===== src/rtl/sadd_pkg.sv =====
`timescale 1ns/1ps
package sadd_pkg;
  // Flags produced by the pre-shift stage for the bits that leave the active width
  typedef struct packed {
    logic sign_lost;   // a bit below the sign differs from it
    logic bits_lost;   // a one was shifted out of the top
  } shift_loss_t;

  // Raw adder outcome at the active width
  typedef struct packed {
    logic carry;
    logic ovf;
  } add_stat_t;
endpackage


===== src/rtl/sadd_preshift.sv =====
`timescale 1ns/1ps
module sadd_preshift
  import sadd_pkg::*;
#(
  parameter int W   = 64,
  parameter int SHW = 2
) (
  input  logic [W-1:0]   a,
  input  logic [SHW-1:0] shamt,
  input  logic           mode64,
  output logic [W-1:0]   a_sh,
  output shift_loss_t    loss
);
  localparam int HALF  = W / 2;
  localparam int MAXSH = (1 << SHW) - 1;

  logic [W-1:0]  a_act;
  logic [W-1:0]  a_wide_sh;
  shift_loss_t   lane_loss [2];

  // Narrow mode drops the upper half before anything else sees it
  always_comb begin
    a_act = mode64 ? a : {{HALF{1'b0}}, a[HALF-1:0]};
    a_wide_sh = a_act << shamt;
    a_sh = mode64 ? a_wide_sh : {{HALF{1'b0}}, a_wide_sh[HALF-1:0]};
  end

  // One loss detector per sign position: lane 0 narrow, lane 1 wide
  for (genvar m = 0; m < 2; m++) begin : g_lane
    localparam int SP = (m == 1) ? W - 1 : HALF - 1;
    always_comb begin
      lane_loss[m] = '0;
      for (int i = 1; i <= MAXSH; i++) begin
        if (i <= int'(shamt)) begin
          lane_loss[m].sign_lost = lane_loss[m].sign_lost | (a[SP-i] ^ a[SP]);
          lane_loss[m].bits_lost = lane_loss[m].bits_lost | a[SP-i+1];
        end
      end
    end
  end

  assign loss = mode64 ? lane_loss[1] : lane_loss[0];
endmodule


===== src/rtl/sadd_adder.sv =====
`timescale 1ns/1ps
module sadd_adder
  import sadd_pkg::*;
#(
  parameter int W = 64
) (
  input  logic [W-1:0] x,
  input  logic [W-1:0] y,
  input  logic         ci,
  input  logic         mode64,
  output logic [W-1:0] s,
  output add_stat_t    stat
);
  localparam int HALF = W / 2;

  logic [W-1:0] y_act;
  logic [W:0]   raw;
  logic         sx, sy, ss;

  always_comb begin
    y_act = mode64 ? y : {{HALF{1'b0}}, y[HALF-1:0]};
    raw   = {1'b0, x} + {1'b0, y_act} + {{W{1'b0}}, ci};
    s     = mode64 ? raw[W-1:0] : {{HALF{1'b0}}, raw[HALF-1:0]};
    if (mode64) begin
      stat.carry = raw[W];
      sx = x[W-1];
      sy = y_act[W-1];
      ss = raw[W-1];
    end else begin
      stat.carry = raw[HALF];
      sx = x[HALF-1];
      sy = y_act[HALF-1];
      ss = raw[HALF-1];
    end
    stat.ovf = (sx == sy) && (ss != sx);
  end
endmodule


===== src/rtl/sadd_trap.sv =====
`timescale 1ns/1ps
module sadd_trap (
  input  logic sv,
  input  logic uv,
  input  logic trap_sv,
  input  logic trap_cond,
  output logic trap,
  output logic wb_en
);
  always_comb begin
    trap  = (trap_sv & sv) | (trap_cond & uv);
    wb_en = ~trap;
  end
endmodule


===== src/rtl/sadd_unit.sv =====
`timescale 1ns/1ps
module sadd_unit
  import sadd_pkg::*;
#(
  parameter int W   = 64,
  parameter int SHW = 2
) (
  input  logic [W-1:0]   a,
  input  logic [W-1:0]   b,
  input  logic           cin,
  input  logic           use_carry,
  input  logic [SHW-1:0] shamt,
  input  logic           mode64,
  input  logic           trap_sv,
  input  logic           trap_cond,
  output logic [W-1:0]   sum,
  output logic           carry_out,
  output logic           sv,
  output logic           uv,
  output logic           trap,
  output logic           wb_en
);
  logic [W-1:0] a_sh;
  shift_loss_t  loss;
  add_stat_t    stat;

  sadd_preshift #(.W(W), .SHW(SHW)) u_shift (
    .a      (a),
    .shamt  (shamt),
    .mode64 (mode64),
    .a_sh   (a_sh),
    .loss   (loss)
  );

  sadd_adder #(.W(W)) u_add (
    .x      (a_sh),
    .y      (b),
    .ci     (cin & use_carry),
    .mode64 (mode64),
    .s      (sum),
    .stat   (stat)
  );

  assign carry_out = stat.carry;
  assign sv        = stat.ovf | loss.sign_lost;
  assign uv        = stat.carry | loss.bits_lost;

  sadd_trap u_trap (
    .sv        (sv),
    .uv        (uv),
    .trap_sv   (trap_sv),
    .trap_cond (trap_cond),
    .trap      (trap),
    .wb_en     (wb_en)
  );
endmodule


===== config.mk =====
export PLATFORM = sky130hd
export DESIGN_NAME = sadd_unit
export DESIGN_NICKNAME = d
export VERILOG_FILES = /design/src/rtl/sadd_pkg.sv /design/src/rtl/sadd_preshift.sv /design/src/rtl/sadd_adder.sv /design/src/rtl/sadd_trap.sv /design/src/rtl/sadd_unit.sv
export SDC_FILE = /design/constraint.sdc
export NUM_CORES = 1
export LEC_CHECK = 0
export ABC_CLOCK_PERIOD_IN_PS = 4000
export BUFFER_PORTS_ARGS = -buffer_cell sky130_fd_sc_hd__buf_2
export CAP_MARGIN = 15
export CORE_MARGIN = 8
export CORE_UTILIZATION = 40
export DETAILED_ROUTE_END_ITERATION = 10
export GPL_ROUTABILITY_DRIVEN = 0
export PLACE_DENSITY_LB_ADDON = 0.2
export SLEW_MARGIN = 20
export SYNTH_ARGS = -nofsm -noshare
export SYNTH_HDL_FRONTEND = slang
export SYNTH_HIERARCHICAL = 1
export SYNTH_SLANG_ARGS = --single-unit

===== constraint.sdc =====
create_clock -name vclk -period 4
set_clock_uncertainty 0.1 [all_clocks]
set_input_delay 0.4 -clock vclk [all_inputs]
set_output_delay 0.4 -clock vclk [all_outputs]
set_load 0.05 [all_outputs]

==> flow_summary_export.csv <==
group,metric,value,unit
critical_path,start_kind,"primary input",
global_route,grt_max_degree,29,
synth,synth_nets,1040,
placed_design,place_ws,-716,ps
power,peakVddDrop,250,uV
critical_path,cp.required,3500,ps
floorplan,io_pins,204,
synth,synth_cell_types,75,
sta,layout_setup_ws,-539,ps
critical_path,end_kind,"primary output",
critical_path,critPathSlowestCell,"mux4_2",
power,p_leak,5.30,nW
sta,finalMaxSlewViolations,0,
global_route,grt_usage,0.255,
synth,synthCells,840,
layout,drive_gt1_frac,0.615,
critical_path,path_class,"primary input to primary output",
floorplan,core,16300,um2
sta,fmax,220,MHz
sta,setup_tns,-10240,ps
detailed_routing,wl_per_cell,18.3,um
sta,finalHoldViolCount,0,
layout,area_growth,81.4,%
critical_path,cp.arrival,4040,ps
layout,nClkBuffers,0,
layout,layoutNonFillerInstCount,1543,
sta,min_period,4540,ps
placed_design,hpwlAfterDp,21.6,mm
detailed_routing,drt-pass1-iter-count,6,
run,maxCapViolations,0,
status,violations,"negative setup slack",
placed_design,io_buffers,204,
layout,nets,1520,
critical_path,crit_fanout,8,
floorplan,start_util,0.402,
power,powerDensity,235,nW/um2
synth,synth_most_common_cell,"a21oi_1",
synth,yosysTopAreaCellShare,0.206,
detailed_routing,wirelength,28.2,mm
layout,seq_cell_count,0,
critical_path,cp_cell_sequence,"buf_12 -> buf_12 -> buf_16 -> buf_12 -> mux4_2 -> and2_4 -> ha_4 -> buf_6 -> nand2_2 -> o21a_1 -> o21ai_2 -> a21oi_2 -> o221a_2 -> o21ai_4 -> a21oi_2 -> o21ai_2 -> a21boi_2 -> nor3_2 -> or2_4 -> a22o_4 -> buf_8",
global_route,overflow,0,
global_route,antenna_found_initial,7,
synth,synthTopCellsByCount,"85 x a21oi_1, 72 x and2_1, 64 x nand2_1, 63 x ha_1, 63 x nor2_1",
sta,timing.final.crit_share,1.13,
detailed_routing,via_per_inst,5.57,
layout,ff_latch_area,0,um2
placed_design,place_inst,1486,
critical_path,max_stage_delay,500,ps
floorplan,die_w,144,um
detailed_routing,drt_iter0_drc,590,
layout,fin_util,0.730,
sta,worst_pin_slew,719,ps
floorplan,fp.dieArea,20700,um2
synth,synth_area_leaders,"mux4_2 21%, ha_1 12%, and2_1 6.9%, a21oi_1 6.5%, xnor2_1 4.9%",
floorplan,num_rows,47,
floorplan,die_h,144,um
detailed_routing,drcViolationCount,0,
global_route,grt_pass1_vias,8633,
critical_path,critical_path_buf_inv_count,6,
synth,yosys_warnings,6,
synth,synth_area,6560,um2
layout,nFillCells,1206,
cts,cts_hold_buffers,0,
detailed_routing,num_vias,8595,
global_route,grt_pass1_wl,43.1,mm
synth,syn_area_per_cell,7.80,um2
detailed_routing,drtAntennaViolNets,0,
min_path,hold_class,"primary input to primary output",
sta,maxSlewHeadroom,0.521,
sta,setup_viol,32,
synth,ys_seq_area_frac,0,
sta,rsz0062_at_grt,"yes",
synth,yosys.area.top_type,"mux4_2",
status,outcome,"finished, violations left",
critical_path,cp_top_family,"compound AO/OA/AOI/OAI gates",
critical_path,path_common_cell,"buf_12",
layout by cell type (no fill, tap or decap), types with 13 or more instances in the layout:
cell type    n
a21o_1      30
xnor2_1     26
o21ai_1     14
buf_8       13
nor2_1      36
buf_2      160
buf_6       39
nand3_1     17
xor2_1      14
a21oi_2     27
buf_12      13
a21oi_1     55
nand2_1     57
ha_4        25
nor2_4      16
and2_1      63
nand4_1     19
o21ai_0     34
mux4_2      60
inv_1       27
buf_4      306
ha_1        33
through the flow:
stage | hold slack (ps) | total power, mW | instance area [um2]
2_1_floorplan | 862 | 1.55 | 7010
3_3_place_gp | 1060 | 2.31 | 10100
3_5_place_dp | 1060 | 2.33 | 10100
4_1_cts | 1010 | 2.61 | 11400
5_1_grt | 1050 | 2.95 | 11900
6_report | 1030 | 2.79 | 11900
final cells by class:
type | instances | area, um2 | share of cell area
Inverter | 30 | 113 | 0.00947
Timing Repair Buffer | 536 | 4090 | 0.344
Tap cell | 220 | 275 | 0.0231
Multi-Input combinational cell | 752 | 7400 | 0.623
Antenna cell | 5 | 12.5 | 0.00105
kinds of logic (layout without fill, tap and decap cells):
| logic type | count (synthesis) | count (layout) | synth area share |
|---|---|---|---|
| compound gates | 259 | 259 | 0.263 |
| xor+xnor | 59 | 59 | 0.0788 |
| fa+ha+maj | 65 | 65 | 0.126 |
| buf+inv | 88 | 566 | 0.0788 |
| mux | 65 | 65 | 0.214 |
| other cells | 0 | 5 | 0 |
| simple gates | 304 | 304 | 0.240 |
worst paths after layout:
| kind | start | endpoint | slack (ps) | cells past startpoint |
|---|---|---|---|---|
| max | shamt[0] | trap | -540 | 21 |
| min | trap_cond | wb_en | 1030 | 3 |
repair_timing:
action                                 CTS  global route
setup endpoints to repair               39            44
endpoints found under the hold margin    0             0
cloned                                   2             1
setup buffers                           34            19
pin swaps                               83            49
gates resized for setup                212            89
report_power, final:
group / total, mW / internal [mW] / leakage [nW] / switching, mW
Sequential: 0 / 0 / 0 / 0
Clock: 0.000000167 / 0.000000167 / 0.0000317 / 0
Combinational: 2.79 / 1.23 / 5.30 / 1.56
Total: 2.79 / 1.23 / 5.30 / 1.56
routing by layer:
metal / track usage / up-vias / share of wire / wire length, um
li1: - / 4115 / - / -
met1: 0.334 / 4090 / 0.42 / 11800
met2: 0.426 / 332 / 0.48 / 13500
met3: 0.0426 / 54 / 0.074 / 2090
met4: 0.0642 / 4 / 0.027 / 752
met5: 0 / - / 0.00074 / 21
Note: power is estimated with default switching activity, not from simulation.
